--- config.mk ---
export PLATFORM = sky130hd
export DESIGN_NAME = pulse_delay_gen
export DESIGN_NICKNAME = d
export VERILOG_FILES = /design/src/rtl/pdg_pkg.sv /design/src/rtl/pdg_trig_detect.sv /design/src/rtl/pdg_tick_counter.sv /design/src/rtl/pdg_channel.sv /design/src/rtl/pulse_delay_gen.sv
export SDC_FILE = /design/constraint.sdc
export NUM_CORES = 2
export LEC_CHECK = 0
export BUFFER_PORTS_ARGS = -buffer_cell sky130_fd_sc_hd__buf_2
export CELL_PAD_IN_SITES_DETAIL_PLACEMENT = 1
export CELL_PAD_IN_SITES_GLOBAL_PLACEMENT = 2
export CORE_UTILIZATION = 34
export CTS_BUF_LIST = sky130_fd_sc_hd__clkbuf_2 sky130_fd_sc_hd__clkbuf_4 sky130_fd_sc_hd__clkbuf_8
export DETAILED_ROUTE_END_ITERATION = 8
export PLACE_DENSITY_LB_ADDON = 0.1
export SKIP_LAST_GASP = 1
export SLEW_MARGIN = 20
export SYNTH_ARGS = -nofsm -noshare
export SYNTH_HDL_FRONTEND = slang
export SYNTH_HIERARCHICAL = 1
export SYNTH_SLANG_ARGS = --single-unit
--- constraint.sdc ---
create_clock -name clk -period 4.05 [get_ports clk]
set_input_delay 0.405 -clock clk [delete_from_list [all_inputs] [get_ports clk]]
set_output_delay 0.405 -clock clk [all_outputs]
set_load 0.1 [all_outputs]
--- src/rtl/pdg_pkg.sv ---
package pdg_pkg;
  typedef enum logic {EDGE_FALL = 1'b0, EDGE_RISE = 1'b1} edge_e;

  typedef struct packed {
    logic win;
    logic inv;
  } ch_mode_t;
endpackage

--- src/rtl/pdg_trig_detect.sv ---
module pdg_trig_detect
  import pdg_pkg::*;
#(
  parameter int SYNC_STAGES = 2
) (
  input  logic  clk,
  input  logic  rst,
  input  logic  trig_in,
  input  edge_e edge_mode,
  output logic  edge_hit
);
  localparam int FILL_W = SYNC_STAGES + 1;

  logic [SYNC_STAGES-1:0] sync_q;
  logic                   hist_q;
  logic [FILL_W-1:0]      fill_q;
  logic                   cur_lvl;

  assign cur_lvl = sync_q[SYNC_STAGES-1];

  generate
    if (SYNC_STAGES > 1) begin : g_chain
      always_ff @(posedge clk) begin
        if (rst) sync_q <= '0;
        else     sync_q <= {sync_q[SYNC_STAGES-2:0], trig_in};
      end
    end else begin : g_single
      always_ff @(posedge clk) begin
        if (rst) sync_q <= '0;
        else     sync_q <= trig_in;
      end
    end
  endgenerate

  // history flop and a fill marker that blocks edges until the chain holds real samples
  always_ff @(posedge clk) begin
    if (rst) begin
      hist_q <= 1'b0;
      fill_q <= '0;
    end else begin
      hist_q <= cur_lvl;
      fill_q <= {fill_q[FILL_W-2:0], 1'b1};
    end
  end

  always_comb begin
    if (!fill_q[FILL_W-1])            edge_hit = 1'b0;
    else if (edge_mode == EDGE_RISE)  edge_hit = cur_lvl > hist_q;
    else                              edge_hit = cur_lvl < hist_q;
  end
endmodule

--- src/rtl/pdg_tick_counter.sv ---
module pdg_tick_counter #(
  parameter int CW = 32
) (
  input  logic          clk,
  input  logic          rst,
  input  logic          start,
  input  logic [CW-1:0] total_in,
  output logic          running,
  output logic [CW-1:0] cnt,
  output logic [CW-1:0] total_q
);
  always_ff @(posedge clk) begin
    if (rst) begin
      running <= 1'b0;
      cnt     <= '0;
      total_q <= '0;
    end else if (!running) begin
      if (start) begin
        running <= 1'b1;
        cnt     <= '0;
        total_q <= total_in;
      end
    end else if (cnt == total_q) begin
      running <= 1'b0;
    end else begin
      cnt <= cnt + 1'b1;
    end
  end
endmodule

--- src/rtl/pdg_channel.sv ---
module pdg_channel
  import pdg_pkg::*;
#(
  parameter int CW  = 32,
  parameter int FAN = 3
) (
  input  logic           clk,
  input  logic           rst,
  input  logic           load,
  input  logic           running,
  input  logic [CW-1:0]  cnt,
  input  logic [CW-1:0]  thr_a_in,
  input  logic [CW-1:0]  thr_b_in,
  input  ch_mode_t       mode_in,
  output logic [FAN-1:0] lines
);
  localparam int EW = CW + 1;

  logic [CW-1:0] thr_a_q, thr_b_q;
  ch_mode_t      mode_q;
  logic [EW-1:0] win_end;
  logic          tmr_a, tmr_b, active, pol;

  always_ff @(posedge clk) begin
    if (rst) begin
      thr_a_q <= '0;
      thr_b_q <= '0;
      mode_q  <= '0;
    end else if (load) begin
      thr_a_q <= thr_a_in;
      thr_b_q <= thr_b_in;
      mode_q  <= mode_in;
    end
  end

  // widened sum so that start + duration cannot wrap
  assign win_end = {1'b0, thr_a_q} + {1'b0, thr_b_q};

  always_comb begin
    tmr_a = cnt > thr_a_q;
    if (mode_q.win) tmr_b = {1'b0, cnt} > win_end;
    else            tmr_b = cnt > thr_b_q;
    active = running && (tmr_a ^ tmr_b);
    pol    = running ? mode_q.inv : mode_in.inv;
  end

  always_ff @(posedge clk) begin
    if (rst) lines <= {FAN{mode_in.inv}};
    else     lines <= {FAN{active ^ pol}};
  end
endmodule

--- src/rtl/pulse_delay_gen.sv ---
module pulse_delay_gen
  import pdg_pkg::*;
#(
  parameter int NCH         = 4,
  parameter int CW          = 32,
  parameter int FAN         = 3,
  parameter int SYNC_STAGES = 2
) (
  input  logic               clk,
  input  logic               rst,
  input  logic               trig_in,
  input  logic               edge_sel,
  input  logic [CW-1:0]      total_cnt,
  input  logic [NCH*CW-1:0]  delay_a,
  input  logic [NCH*CW-1:0]  delay_b,
  input  logic [NCH-1:0]     win_mode,
  input  logic [NCH-1:0]     invert,
  output logic [NCH*FAN-1:0] pulse_out,
  output logic               triggered
);
  logic          edge_hit, accept, running;
  logic [CW-1:0] cnt, total_q;

  pdg_trig_detect #(.SYNC_STAGES(SYNC_STAGES)) u_detect (
    .clk       (clk),
    .rst       (rst),
    .trig_in   (trig_in),
    .edge_mode (edge_e'(edge_sel)),
    .edge_hit  (edge_hit)
  );

  assign accept = edge_hit && !running;

  pdg_tick_counter #(.CW(CW)) u_count (
    .clk      (clk),
    .rst      (rst),
    .start    (accept),
    .total_in (total_cnt),
    .running  (running),
    .cnt      (cnt),
    .total_q  (total_q)
  );

  assign triggered = running;

  generate
    for (genvar c = 0; c < NCH; c++) begin : g_ch
      ch_mode_t md;
      assign md.win = win_mode[c];
      assign md.inv = invert[c];
      pdg_channel #(.CW(CW), .FAN(FAN)) u_chan (
        .clk      (clk),
        .rst      (rst),
        .load     (accept),
        .running  (running),
        .cnt      (cnt),
        .thr_a_in (delay_a[c*CW +: CW]),
        .thr_b_in (delay_b[c*CW +: CW]),
        .mode_in  (md),
        .lines    (pulse_out[c*FAN +: FAN])
      );
    end
  endgenerate
endmodule

Word level (Yosys, flattened, before mapping):

Cells that the tools add are included.

* register bits after elaboration: 347
* memory bits (read-only): 0
* memories: 0
* latch bits: 0
* output and inout port bits: 13
* word-level logic and storage cells: 87
* RAM bits: 0

* bitwise operators: 9
* div/mod/pow operators: 0
* multiplexer cells: 21
* eq/ne operators: 2
* shifts and indexed selects: 0
* multiply operators: 0
* magnitude comparators: 14
* reductions and logical operators: 9
* add/sub/neg operators: 5

Operators with widths (number)
* 32-bit > comparator: 8
* 32-bit by 32-bit adder with 33-bit output: 4
* 32-bit by 33-bit > comparator with 1-bit output: 4
* 32-bit two-way mux: 3
* 32-bit by 1-bit adder with 32-bit output, second input constant: 1
* 32-bit equality test: 1
* 1-bit two-way mux: 14
* 3-bit two-way mux: 4
* 1-bit XOR: 8
* 1-bit logical AND: 5
* 2-bit AND reduction: 2
* 2-bit != test, second input constant: 1
* 2-bit nonzero test: 1
* 1-bit > comparator: 1
* 1-bit logical NOT: 1
* 1-bit less-than comparator: 1
* 1-bit NOT: 1

Longest topological paths before layout:

* depth in word-level cells: 7
* mapped depth: 21
* depth with buffers taken out: 21

Hierarchy:

The synthesis kept the hierarchy.

By module, submodules not included
* pdg_channel (g_ch[2].u_chan ...): sequential area each 1341.3 um^2, area each 6264.8 um^2, instances 2, cells an instance 754
* pdg_channel (g_ch[1].u_chan): sequential area each 1341.3 um^2, area each 6344.8 um^2, instances 1, cells an instance 760
* pdg_channel (g_ch[0].u_chan): sequential area each 1341.3 um^2, area each 6153.4 um^2, instances 1, cells an instance 720
* pdg_tick_counter: sequential area each 1301.2 um^2, area each 3410.8 um^2, instances 1, cells an instance 419
* pdg_trig_detect: sequential area each 120.1 um^2, area each 178.9 um^2, instances 1, cells an instance 15
* pulse_delay_gen: sequential area each 0.0 um^2, area each 13.8 um^2, instances 1, cells an instance 1

Worst setup path after synthesis:

No wires, ideal clock.

* path kind: register to register
* start: register g_ch[0].u_chan.thr_a_q[0]
* end: register g_ch[0].u_chan.lines[1]
* setup slack: -383 ps
* data arrival time: 4317 ps
* cell stages (with the launch flop): 22
* required time: 3935 ps
* path buffers: 0
* cell sequence: dfxtp_1 > ha_1 > fa_1 > a211oi_1 > o21ai_1 > a221oi_2 > nor2_2 > a211o_2 > a21oi_1 > o21bai_1 > a21oi_1 > xor2_1 > ha_1 > a21o_1 > nand3_1 > a21oi_1 > a2111oi_0 > o211ai_1 > a21oi_1 > a311oi_2 > or3_1 > a31o_1

* word-level cells in the longest chain between the ends: 7
* elaborated cells between the ends (all ways): 8
* those cells by class: 1 x add/sub; 2 x order compare; 2 x mux; 2 x bitwise; 1 x reduce/logical

RTL lines
* from (decl): line pdg_channel.sv:19 `logic [CW-1:0] thr_a_q, thr_b_q;`
* from (signal assigned): line pdg_channel.sv:30 `thr_a_q <= thr_a_in;`
* 32-bit by 32-bit adder with 33-bit output: line pdg_channel.sv:37 `assign win_end = {1'b0, thr_a_q} + {1'b0, thr_b_q};`
* 32-bit by 33-bit > comparator with 1-bit output: line pdg_channel.sv:41 `if (mode_q.win) tmr_b = {1'b0, cnt} > win_end;`
* 1-bit two-way mux: line pdg_channel.sv:41
* 1-bit XOR *: line pdg_channel.sv:43 `active = running && (tmr_a ^ tmr_b);`
* 1-bit logical AND *: line pdg_channel.sv:43
* 1-bit XOR *: line pdg_channel.sv:49 `else lines <= {FAN{active ^ pol}};`
* 3-bit two-way mux *: line pdg_channel.sv:48 `if (rst) lines <= {FAN{mode_in.inv}};`
* to (signal assigned): line pdg_channel.sv:48
* to (signal assigned): line pdg_channel.sv:49
* to (decl): line pdg_channel.sv:15 `output logic [FAN-1:0] lines`

Every way passes the cells marked *; elsewhere a longest branch is shown, timed or not.
A chain may end at the register's enable or synchronous reset.

Final worst setup path:

Ends and elaborated chain as after synthesis.

==> impl_metrics.tcl <==
set metrics [dict create \
    status "finished, violations left" \
    violations "negative setup slack" \
    drv_cap 0 \
    setup-violations-final 4 \
    grt_first_pass_wirelength_um 186000 \
    first_global_vias 31708 \
    relSlewSlack 0.320 \
    tns_ns -0.848 \
    layout-drive-gt1-share 0.228 \
    cts-root-buf "clkbuf_8" \
    crit_type "register to register" \
    fin_area_um2 39200 \
    rows 106 \
    clkTransAtPathRegs_ns 0.06 \
    slew_violations 0 \
    clock-sinks 339 \
    p_leak_nw 17.9 \
    routed_wl_um 124000 \
    core-area_um2 83600 \
    syn_to_final_growth_pct 36.8 \
    placed_area_um2 34100 \
    routedWlPerCell_um 22.4 \
    p_per_area_nw_per_um2 214 \
    syn_nets 4240 \
    arrival_ns 5.01 \
    syn-cell-area_um2 28600 \
    startpoint_type "register" \
    holdCritStartpoint "delay_a[83]" \
    firstDrtPassIters 5 \
    htreeDepth 3 \
    ant_nets 0 \
    die_h_um 292 \
    initial_core_util 0.343 \
    clock_latency_ns 0.69 \
    r2r_cells 21 \
    rsz0062_at_grt "true" \
    finalNonFillerCells 5529 \
    mostFrequentLayoutCell "ha_1" \
    ys_seq_area_frac 0.237 \
    synth_area_per_cell_um2 8.36 \
    nets 5215 \
    synthCells 3423 \
    ys_types 100 \
    cts.path.max_buffers 3 \
    routed_via_density 5.32 \
    worst_slack_ns -0.378 \
    hold_viol 0 \
    vdd_ir_drop_max_mv 0.219 \
    grt_max_degree 109 \
    gr-total-overflow 0 \
    async_flop_share 0 \
    drt_first_iter_violations 1327 \
    drc 0 \
    fmax_mhz 226 \
    finalCritPeriodShare 1.09 \
    synth-edff-count 0 \
    cts_tree "yes" \
    die_area_um2 85400 \
    reg2reg_slack_ns -0.38 \
    ys_seq_elements 339 \
    r2r-start "g_ch[0].u_chan/thr_a_q[0]" \
    boundaryPins 313 \
    grt_antenna_before_repair 3 \
    end_kind "register" \
    ys_warn_count 6 \
    hold_end "g_ch[2].u_chan/thr_a_q[19]" \
    cp_max_fo 2 \
    hold_path.class "primary input to register" \
    dp_hpwl_um 94100 \
    worstMarginPinSlew_ns 1.02 \
    num_vias 29431 \
    port_buffers 312 \
    worstHoldPathCells 3 \
    required_ns 4.64 \
    mostFrequentLayoutCells "ha_1 (498), buf_4 (398), nor2_1 (354)" \
    post-place-cells 5101 \
    skew_ns 0.0283 \
    synthFlopType "dfxtp_1" \
    min_period_ns 4.43 \
    routabilityCongestion 0.917 \
    grt.total_usage 0.284 \
    cts_made_buffers 70 \
    r2r_end "g_ch[0].u_chan/lines[1]" \
    chipWidth_um 292 \
]
## critical path, stage by stage (launching register included)
cell and delay (ns):
dfxtp_2 0.34, ha_4 0.16, fa_2 0.39, a211oi_4 0.26
o21ai_2 0.13, a221oi_4 0.29, nor2_2 0.09, a211o_2 0.34
a21oi_2 0.15, o21bai_1 0.09, a21oi_1 0.16, xor2_1 0.17
ha_1 0.28, a21o_1 0.19, nand3_1 0.07, a21oi_1 0.09
a2111oi_2 0.25, o211ai_1 0.14, a21oi_1 0.17, a311oi_2 0.06
or3_1 0.32, a31o_1 0.17
## routing by layer
metal  share of wire  global-route usage  vias up
met1            0.45               0.356    14327
met3           0.035              0.0317      190
li1                -                   -    14300
met5               0                   0        -
met2            0.48               0.498      614
met4           0.035               0.100        0
## cell families (layout without fill, tap and decap cells)
kind of cell,Yosys count,after routing,synth area share
muxes,275,275,0.0965
DFF,339,339,0.237
and+or+nand+nor,984,984,0.166
adders and majority gates,517,517,0.227
AOI/OAI and AO/OA,753,753,0.171
buffers and inverters,409,1434,0.0581
other,0,1,0
xor gates and xnor gates,146,146,0.0447
## worst max-delay path by stage
stage,slack (ns),to,cells after the start,from
4_1_cts,-0.42,g_ch[0].u_chan/lines[1],21,g_ch[0].u_chan/thr_b_q[0]
2_1_floorplan,-0.14,g_ch[0].u_chan/lines[1],21,g_ch[0].u_chan/thr_b_q[0]
5_1_grt,-0.61,g_ch[0].u_chan/lines[1],21,g_ch[0].u_chan/thr_b_q[0]
6_report,-0.38,g_ch[0].u_chan/lines[1],21,g_ch[0].u_chan/thr_a_q[0]
3_3_place_gp,-0.68,g_ch[0].u_chan/lines[1],21,g_ch[0].u_chan/thr_b_q[0]
3_5_place_dp,-0.68,g_ch[0].u_chan/lines[1],21,g_ch[0].u_chan/thr_b_q[0]
## registers in the layout (all words and copies together), names as in the netlist
name	flops
g_ch.u_chan/thr_a_q	128
g_ch.u_chan/thr_b_q	128
u_count/cnt	32
u_count/total_q	32
g_ch.u_chan/mode_q	8
g_ch.u_chan/lines	4
u_detect/fill_q	3
u_detect/sync_q	2
u_count/running	1
u_detect/hist_q	1
## where the power goes
group          internal (mW)  leakage [nW]  switching (mW)  total (mW)
sequential              3.36          2.74          0.0220        3.38
combinational          0.473          14.4           0.457       0.930
clock                   2.31         0.818            1.78        4.08
## final cells by class
type                       instances  area [µm²]
fill                            9938       44400
sequential                       339        6810
clock buffer                     106        1320
inverter                         305        1140
clock inverter                    16         224
antenna                            1        2.50
timing repair buffer            1007        7600
tap                             1080        1350
multi-input combinational       2675       20700
## stage by stage
stage                     hold slack (ns)  total power [mW]  setup slack [ns]  utilization
final                              0.0418              8.40            -0.378        0.469
after CTS                        0.000413              8.52            -0.416        0.464
after detailed placement            0.440              4.14            -0.675        0.408
after global placement              0.436              4.13            -0.683        0.408
after global routing               0.0184              8.72            -0.611        0.469
after floorplan                     0.414              3.79            -0.144            -
## repair_timing
| action | 4_1_cts | 5_1_grt |
|---|---|---|
| endpoints found under the hold margin | 287 | 0 |
| setup endpoints to repair | 4 | 4 |
| buffers inserted | 8 | 11 |
| pin swaps | 57 | 60 |
| hold buffers | 286 | 0 |
| gates resized for setup | 58 | 53 |
## Yosys cell counts (5+ instances only)
| cell | instances | area, µm² |
|---|---|---|
| a2111oi_0 | 7 | 61.3 |
| a211o_1 | 5 | 43.8 |
| a211oi_1 | 37 | 278 |
| a21o_1 | 97 | 728 |
| a21oi_1 | 254 | 1270 |
| a21oi_2 | 7 | 61.3 |
| a221oi_1 | 8 | 70.1 |
| a311o_1 | 7 | 70.1 |
| a311oi_1 | 9 | 78.8 |
| a31o_2 | 7 | 61.3 |
| a31oi_1 | 29 | 181 |
| and3_1 | 26 | 163 |
| and4_1 | 8 | 70.1 |
| buf_1 | 12 | 45.0 |
| buf_4 | 9 | 67.6 |
| buf_6 | 8 | 90.1 |
| clkbuf_1 | 68 | 255 |
| dfxtp_1 | 339 | 6790 |
| ha_1 | 513 | 6420 |
| inv_1 | 305 | 1140 |
| mux2i_1 | 269 | 2690 |
| nand2_1 | 207 | 777 |
| nand2b_1 | 25 | 156 |
| nand3_1 | 67 | 335 |
| nand4_1 | 103 | 644 |
| nor2_1 | 354 | 1330 |
| nor2b_1 | 26 | 163 |
| nor3_1 | 55 | 275 |
| nor3b_1 | 5 | 37.5 |
| nor4_1 | 37 | 231 |
| o211ai_1 | 23 | 173 |
| o21a_1 | 27 | 203 |
| o21ai_0 | 114 | 571 |
| o21ai_1 | 21 | 105 |
| o21bai_1 | 19 | 143 |
| o31ai_1 | 15 | 113 |
| or2_2 | 16 | 100 |
| or3_1 | 17 | 106 |
| xnor2_1 | 55 | 482 |
| xor2_1 | 91 | 797 |
(Power assumes the default switching activity.)
